`config.mk`:
```
export PLATFORM = sky130hd
export DESIGN_NAME = io_perm_check
export DESIGN_NICKNAME = d
export VERILOG_FILES = /design/src/rtl/iop_pkg.sv /design/src/rtl/iop_datapath.sv /design/src/rtl/iop_control.sv /design/src/rtl/io_perm_check.sv
export SDC_FILE = /design/constraint.sdc
export NUM_CORES = 1
export LEC_CHECK = 0
export BUFFER_PORTS_ARGS = -buffer_cell sky130_fd_sc_hd__buf_2
export CAP_MARGIN = 20
export CORE_AREA = 2 2 101 103
export DETAILED_ROUTE_END_ITERATION = 10
export DIE_AREA = 0 0 103 105
export PLACE_DENSITY = 0.85
export SLEW_MARGIN = 20
export SYNTH_ARGS = -nofsm -noshare
export SYNTH_HDL_FRONTEND = slang
export SYNTH_SLANG_ARGS = --single-unit
```
`constraint.sdc`:
```
create_clock -name clk -period 6.9 [get_ports clk]
set_clock_uncertainty 0.05 [all_clocks]
set_input_delay 0.345 -clock clk [delete_from_list [all_inputs] [get_ports clk]]
set_output_delay 0.345 -clock clk [all_outputs]
set_load 0.005 [all_outputs]
```
`src/rtl/iop_pkg.sv`:
```
package iop_pkg;
  typedef enum logic [2:0] {
    ST_IDLE,
    ST_EVAL,
    ST_RD0,
    ST_RD1,
    ST_DONE
  } iopState_t;

  typedef struct packed {
    logic capture;  // latch a new request
    logic load0;    // store returned byte as low bitmap byte
    logic ones0;    // force low bitmap byte to all ones
    logic load1;    // store returned byte as high bitmap byte
    logic ones1;    // force high bitmap byte to all ones
    logic sel1;     // address the high bitmap byte
  } iopStrobe_t;

  localparam logic [1:0] SZ_BYTE = 2'd0;
  localparam logic [1:0] SZ_WORD = 2'd1;
  localparam logic [1:0] SZ_DWORD = 2'd2;
  localparam logic [1:0] SZ_ILLEGAL = 2'd3;
endpackage

```
`src/rtl/iop_datapath.sv`:
```
module iop_datapath
  import iop_pkg::*;
#(
  parameter int PORT_W = 16,
  parameter int ADDR_W = 32,
  parameter int LIM_W  = PORT_W - 2
) (
  input  logic              clk,
  input  logic              rstN,
  input  iopStrobe_t        stb,
  input  logic [PORT_W-1:0] reqPort,
  input  logic [1:0]        reqSize,
  input  logic [1:0]        cpl,
  input  logic [1:0]        iopl,
  input  logic              protMode,
  input  logic [ADDR_W-1:0] mapBase,
  input  logic [LIM_W-1:0]  mapLimit,
  input  logic [7:0]        memRdData,
  output logic [ADDR_W-1:0] memRdAddr,
  output logic              sizeBad,
  output logic              privOk,
  output logic              crossing,
  output logic              inLimit0,
  output logic              inLimit1,
  output logic              verdict
);
  logic [PORT_W-1:0] portQ;
  logic [1:0]        sizeQ;
  logic [1:0]        cplQ, ioplQ;
  logic              pmQ;
  logic [ADDR_W-1:0] baseQ;
  logic [LIM_W-1:0]  limitQ;
  logic [7:0]        byte0Q, byte1Q;

  always_ff @(posedge clk or negedge rstN) begin
    if (!rstN) begin
      portQ  <= '0;
      sizeQ  <= '0;
      cplQ   <= '0;
      ioplQ  <= '0;
      pmQ    <= 1'b0;
      baseQ  <= '0;
      limitQ <= '0;
      byte0Q <= '0;
      byte1Q <= '0;
    end else begin
      if (stb.capture) begin
        portQ  <= reqPort;
        sizeQ  <= reqSize;
        cplQ   <= cpl;
        ioplQ  <= iopl;
        pmQ    <= protMode;
        baseQ  <= mapBase;
        limitQ <= mapLimit;
        byte0Q <= '0;
        byte1Q <= '0;
      end
      if (stb.load0) byte0Q <= memRdData;
      if (stb.ones0) byte0Q <= 8'hFF;
      if (stb.load1) byte1Q <= memRdData;
      if (stb.ones1) byte1Q <= 8'hFF;
    end
  end

  logic [3:0]      bitRun;
  logic [1:0]      extra;
  logic [PORT_W:0] spanLast;
  logic [LIM_W-1:0] idx0, idx1;
  logic [15:0]     mask;

  always_comb begin
    unique case (sizeQ)
      SZ_WORD:  begin bitRun = 4'b0011; extra = 2'd1; end
      SZ_DWORD: begin bitRun = 4'b1111; extra = 2'd3; end
      default:  begin bitRun = 4'b0001; extra = 2'd0; end
    endcase
  end

  assign spanLast = {1'b0, portQ} + {{(PORT_W - 1){1'b0}}, extra};
  assign idx0     = LIM_W'(portQ >> 3);
  assign idx1     = LIM_W'(spanLast >> 3);
  assign mask     = {12'b0, bitRun} << portQ[2:0];

  assign sizeBad  = (sizeQ == SZ_ILLEGAL);
  assign privOk   = !pmQ || (cplQ <= ioplQ);
  assign crossing = (idx0 != idx1);
  assign inLimit0 = (idx0 < limitQ);
  assign inLimit1 = (idx1 < limitQ);
  assign memRdAddr = baseQ + ADDR_W'(stb.sel1 ? idx1 : idx0);
  assign verdict  = !sizeBad && (privOk || ((mask & {byte1Q, byte0Q}) == 16'b0));
endmodule

```
`src/rtl/iop_control.sv`:
```
module iop_control
  import iop_pkg::*;
(
  input  logic       clk,
  input  logic       rstN,
  input  logic       reqValid,
  input  logic       sizeBad,
  input  logic       privOk,
  input  logic       crossing,
  input  logic       inLimit0,
  input  logic       inLimit1,
  input  logic       memRdValid,
  output iopStrobe_t stb,
  output logic       memRdEn,
  output logic       busy,
  output logic       finish
);
  iopState_t state, stateNext;

  always_ff @(posedge clk or negedge rstN) begin
    if (!rstN) state <= ST_IDLE;
    else       state <= stateNext;
  end

  always_comb begin
    stateNext = state;
    stb       = '0;
    memRdEn   = 1'b0;
    unique case (state)
      ST_IDLE: begin
        if (reqValid) begin
          stb.capture = 1'b1;
          stateNext   = ST_EVAL;
        end
      end
      ST_EVAL: begin
        if (sizeBad || privOk) stateNext = ST_DONE;
        else                   stateNext = ST_RD0;
      end
      ST_RD0: begin
        if (!inLimit0) begin
          stb.ones0 = 1'b1;
          stateNext = crossing ? ST_RD1 : ST_DONE;
        end else begin
          memRdEn = 1'b1;
          if (memRdValid) begin
            stb.load0 = 1'b1;
            stateNext = crossing ? ST_RD1 : ST_DONE;
          end
        end
      end
      ST_RD1: begin
        stb.sel1 = 1'b1;
        if (!inLimit1) begin
          stb.ones1 = 1'b1;
          stateNext = ST_DONE;
        end else begin
          memRdEn = 1'b1;
          if (memRdValid) begin
            stb.load1 = 1'b1;
            stateNext = ST_DONE;
          end
        end
      end
      ST_DONE: stateNext = ST_IDLE;
      default: stateNext = ST_IDLE;
    endcase
  end

  assign busy   = (state != ST_IDLE);
  assign finish = (state == ST_DONE);
endmodule

```
`src/rtl/io_perm_check.sv`:
```
module io_perm_check
  import iop_pkg::*;
#(
  parameter int PORT_W = 16,
  parameter int ADDR_W = 32,
  localparam int LIM_W = PORT_W - 2
) (
  input  logic              clk,
  input  logic              rstN,
  input  logic              reqValid,
  input  logic [PORT_W-1:0] reqPort,
  input  logic [1:0]        reqSize,
  input  logic [1:0]        cpl,
  input  logic [1:0]        iopl,
  input  logic              protMode,
  input  logic [ADDR_W-1:0] mapBase,
  input  logic [LIM_W-1:0]  mapLimit,
  output logic              busy,
  output logic              memRdEn,
  output logic [ADDR_W-1:0] memRdAddr,
  input  logic [7:0]        memRdData,
  input  logic              memRdValid,
  output logic              done,
  output logic              allow,
  output logic              gpFault
);
  iopStrobe_t stb;
  logic sizeBad, privOk, crossing, inLimit0, inLimit1, verdict, finish;

  iop_control u_ctrl (
    .clk(clk), .rstN(rstN), .reqValid(reqValid),
    .sizeBad(sizeBad), .privOk(privOk), .crossing(crossing),
    .inLimit0(inLimit0), .inLimit1(inLimit1), .memRdValid(memRdValid),
    .stb(stb), .memRdEn(memRdEn), .busy(busy), .finish(finish)
  );

  iop_datapath #(.PORT_W(PORT_W), .ADDR_W(ADDR_W), .LIM_W(LIM_W)) u_dp (
    .clk(clk), .rstN(rstN), .stb(stb),
    .reqPort(reqPort), .reqSize(reqSize), .cpl(cpl), .iopl(iopl),
    .protMode(protMode), .mapBase(mapBase), .mapLimit(mapLimit),
    .memRdData(memRdData), .memRdAddr(memRdAddr),
    .sizeBad(sizeBad), .privOk(privOk), .crossing(crossing),
    .inLimit0(inLimit0), .inLimit1(inLimit1), .verdict(verdict)
  );

  assign done    = finish;
  assign allow   = finish && verdict;
  assign gpFault = finish && !verdict;
endmodule

```
# Word level (Yosys, flattened, before mapping)
# Index checks and enable logic that the tools add are counted.
# totals
regBits	88
elab_cells	71
# classes
addsub	2
n_eq_ne	11
mux	28
n_reduce_logical	15
shifts	1
bitwise	1
magnitude_cmp	3
# op_table
cell	n
$mux 8	5
$add 32x32->32	1
$mux 3	8
$add 16x2->17	1
$and 16x16->16	1
$logic_not 16->1	1
$shl 4x3->16	1
$lt 13x14->1	1
$lt 14x14->1	1
$mux 14	1
$ne 13x14->1	1
$pmux 3 s4	1
$mux 1	9
$reduce_bool 3->1	3
$pmux 4 s2	1
$eq 3x2->1 const B	2
$ne 3x3->1 const B	2
$eq 2x2->1 const B	2
$pmux 2 s2	1
$eq 3x1->1 const B	1
$eq 3x3->1 const B	1
$logic_and 1x1->1	3
$logic_not 1->1	3
$logic_not 3->1	1
7 further kinds	9

# Depth between registers and ports, before layout
# depth
word_depth	9
ltp_mapped	17
mapped_depth_nobuf	15

# By module
# From an unflattened synthesis, not the netlist that was laid out.
# unflattened
hier_cells	570
hier_area_um2	5484.0
# modules_own_cells
mod	cells_per_inst	n_inst	area_per_inst_um2	seq_area_each_um2
iop_datapath	536	1	5206.2	2001.9
iop_control	32	1	261.5	75.1
io_perm_check	2	1	16.3	0.0

# Least setup slack after synthesis
# Ideal clock, no wire load.
# synth_timing
path_kind	flip-flop to output port
startpoint	register u_dp.sizeQ[0]
endpoint	output port memRdAddr[30]
path_slack_ns	3.119
required_ns	6.505
stages_incl_launch_ff	16
t_arrival_ns	3.386
cell_sequence	dfrtp_1 inv_1 ha_1 nand2b_1 o21a_1 or3_4 nor2_4 nand3_1 xnor2_1 ha_1 o21a_1 o21ai_1 o31a_1 o21a_2 nor4_4 xnor2_1
# synth_between
elab_chain_cells	5
# synth_rtl
element	line_no	source
start: declaration	iop_datapath.sv:28	logic [1:0] sizeQ;
start signal: assignment	iop_datapath.sv:49	sizeQ <= reqSize;
$eq 2x2->1 / $eq 2x1->1 (equally long branches)	iop_datapath.sv:72	unique case (sizeQ)
$pmux 2 s2 (*)	iop_datapath.sv:72	
$add 16x2->17 (*)	iop_datapath.sv:79	assign spanLast = {1'b0, portQ} + {{(PORT_W - 1){1'b0}}, extra};
$mux 14 (*)	iop_datapath.sv:89	assign memRdAddr = baseQ + ADDR_W'(stb.sel1 ? idx1 : idx0);
$add 32x32->32 (*)	iop_datapath.sv:89	
end: declaration	io_perm_check.sv:20	output logic [ADDR_W-1:0] memRdAddr,
# Mark *: on every way between the ends. The rest lies on a longest branch, timed or not.

# Worst setup path in the final report
# layout_timing
startpoint	register u_dp.sizeQ[0]
endpoint	output port memRdAddr[31]
# The elaborated chain is that of the path after synthesis.

==> results.yml <==
outcome:
  status: "finished with violations"
  violations: "negative hold slack"
final_layout:
  multiInputGateArea_sq_um: 3410
  insertedDiodeCount: 0
  nNetsFinal: 919
  regArea_sq_um: 2080
  syn_to_final_growth_pct: 14.8
  final_area_sq_um: 6600
  finish.utilization_pct: 68.4
  fill_cells: 833
  drive_gt1_share_pct: 20.6
power_and_ir_drop:
  power.internal_mw: 1.68
  pwr-share-comb_pct: 57.2
  p_sw_mw: 1.52
  power_mw: 3.21
  total_leakage_power_nw: 3.36
  power_density_nw_per_um2: 486
  pwr-share-clk_pct: 12.6
  p_sw_share_pct: 47.5
  seqPwrFrac_pct: 30.2
  vdd_drop_max_uv: 242
timing:
  slew_headroom_pct: 49.3
  fmax_mhz: 209
  rsz0062_at_grt: "false"
  final_hold_viol_count: 78
  setup_tns_ps: 0
  period_minus_slack_ps: 4780
  hold_slack_ps: -58.2
  maxSlewViolCount: 0
  finalSetupViolations: 0
  setup_slack_ps: 2120
  worst_pin_slew_ps: 760
  fin_crit_sh_pct: 69.2
global_routing:
  grt_pass1_wl_mm: 24.3
  antenna_found_initial: 0
  grt_max_degree: 84
  track_usage_pct: 28.3
  grt_pass1_vias: 5237
  grt_remaining_overflow: 0
logic_synthesis:
  syn_area_per_cell_sq_um: 8.26
  synthArstFlopShare_pct: 100
  ys.flop_type: "dfrtp_1"
  synth_edf_count: 0
  yosysSeqAreaShare_pct: 36.1
  syn_nets: 822
  synth_warnings: 0
  synth_cell_type_count: 71
  syn_area_sq_um: 5750
  syn_inst: 696
  synth-seq-cells: 83
critical_path:
  end_kind: "primary output"
  reg2reg_to: "u_dp.byte1Q[2]$_DFFE_PN0P_"
  crit_required_ps: 6500
  r2r_cells: 15
  criticalPathCategory: "flop to primary output"
  r2r-start: "u_dp.sizeQ[0]$_DFFE_PN0P_"
  critPathLaunchType: "flop"
  ff2ff_setup_slack_ps: 2900
  critical_path_arrival_ps: 4380
  critPathMaxFanout: 9
die:
  num_rows: 36
  die_y_um: 105
  io_pins: 118
  die_w_um: 103
  start_util_pct: 59.6
  core_area_sq_um: 9640
  die_area_sq_um: 10800
drt:
  ant_nets: 0
  viasPerCell: 5.58
  post_drt_wl_per_cell_um: 15.5
  first_pass_iters: 5
  vias: 5197
  drc: 0
  drt_iter0_drc: 335
  routed_wl_mm: 14.5
placed_design:
  port_buffers: 117
  hpwl_mm: 10.8
  dpl-instance-area_sq_um: 6370
  place_congestion: 0.868
  pre_cts_ws_ps: 2630
clocking:
  path_clk_slew_ps: 90
  numCtsBuffers: 9
  cts_hold_buf: 0
  clock_sinks: 83
  htreeDepth: 3
  cts_resized: 0
  postCtsSetupRepairBufs: 0
  cts_max_path_buffers: 2
  clock_insertion_delay_worst_skew_ps: 390
  cts_tree: "built"
  root_buffer: "clkbuf_8"
flow_run:
  max_cap_violations: 0
hold_path:
  hp-class: "input port to async pin"
[Yosys cell counts (all sizes together) (7+ instances only)]
library cell | n | share of area (%)
inv | 31 | 2.1
buf | 11 | 1.2
a21o | 8 | 1.0
o21ai | 35 | 3.0
nand2 | 211 | 14
nand4 | 12 | 1.3
clkbuf | 21 | 1.4
nor2 | 39 | 2.7
nor3 | 16 | 2.0
ha | 44 | 9.6
a21oi | 19 | 1.7
xnor2 | 31 | 4.7
xor2 | 23 | 3.5
a211oi | 7 | 1.0
nand3 | 15 | 1.6
dfrtp | 83 | 36
[worst max-delay path, stage by stage (launching register included)]
cell and delay (ps):
dfrtp_1 360, inv_1 70, ha_1 330, nand2b_1 210
o21a_1 280, nor3_2 360, nand3_4 180, nor3_1 210
xor2_1 120, ha_1 420, and4_1 230, o211ai_1 110
o21bai_4 200, a31o_1 330, nor4_4 270, xor2_1 180
buf_2 140
[registers in the layout (all words and copies together), names as in the netlist]
name / cells
u_dp.ioplQ: 2
u_dp.sizeQ: 2
u_dp.portQ: 16
u_dp.pmQ: 1
u_ctrl.state: 3
u_dp.baseQ: 32
u_dp.byte0Q: 8
u_dp.limitQ: 14
u_dp.byte1Q: 3
u_dp.cplQ: 2
[kinds of logic after synthesis]
group | synth area share [%]
AO/OA/AOI/OAI | 13.8
XOR/XNOR | 8.23
adder cells (fa/ha/maj) | 9.93
buffers and inverters | 4.62
flip-flops | 36.1
multiplexers | 0.544
AND/OR/NAND/NOR | 26.7
[routing by layer]
metal	share of wire, %	up-vias	track usage (%)
met3	5.9	47	7.69
met1	42	2416	35.1
met2	50	190	46.5
met4	2.8	0	11.0
met5	0	-	0
li1	-	2544	-
[per-stage QoR]
stage / std cells / hold WS (ps)
after floorplan: 696 / -0.591
after global placement: 915 / 410
after detailed placement: 915 / 424
after CTS: 931 / 85.9
after global routing: 931 / 11.2
final: 931 / -58.2
[power groups by stage]
| stage | registers, mW | clock network, mW | logic, mW |
|---|---|---|---|
| 2_1_floorplan | 0.844 | 0 | 1.37 |
| 3_3_place_gp | 0.954 | 0 | 1.70 |
| 3_5_place_dp | 0.967 | 0 | 1.80 |
| 4_1_cts | 0.961 | 0.410 | 1.82 |
| 5_1_grt | 1.00 | 0.430 | 2.06 |
| 6_report | 0.968 | 0.404 | 1.84 |
[worst max path at each step]
stage	from	to	slack (ps)	cells past startpoint
detailed placement	u_dp.sizeQ[0]$_DFFE_PN0P_	memRdAddr[31]	2630	16
floorplan	u_dp.sizeQ[0]$_DFFE_PN0P_	memRdAddr[30]	3120	15
global route	u_dp.sizeQ[0]$_DFFE_PN0P_	memRdAddr[23]	1910	16
global placement	u_dp.sizeQ[0]$_DFFE_PN0P_	memRdAddr[31]	2790	16
finish	u_dp.sizeQ[0]$_DFFE_PN0P_	memRdAddr[31]	2120	16
CTS	u_dp.sizeQ[0]$_DFFE_PN0P_	memRdAddr[31]	2160	16
[final cells by class]
class | count | share of cell area (%)
sequential | 83 | 31.5
tap | 133 | 2.52
clock buffer | 9 | 1.88
clock inverter | 7 | 1.48
timing repair buffer | 118 | 9.09
inverter | 31 | 1.80
multi-input combinational | 550 | 51.7
[cell usage in the layout, fill, tap and decap left out, types with 3 or more instances in the layout]
master	count
and4_1	3
buf_2	116
nor2_1	38
clkbuf_8	9
nor3_2	7
ha_1	44
and3_1	3
nand2b_1	5
o211ai_1	4
xnor2_1	31
a21oi_1	19
nor3_1	9
o21ai_1	3
a22oi_1	6
o21ai_0	32
or2_2	5
a211oi_1	6
o21a_1	5
nand4_1	12
nand3_1	13
o21bai_1	3
nor2b_1	4
inv_1	30
dfrtp_1	83
xor2_1	23
nand2_1	210
a21o_1	8
a32oi_1	5
(Power assumes the default switching activity.)
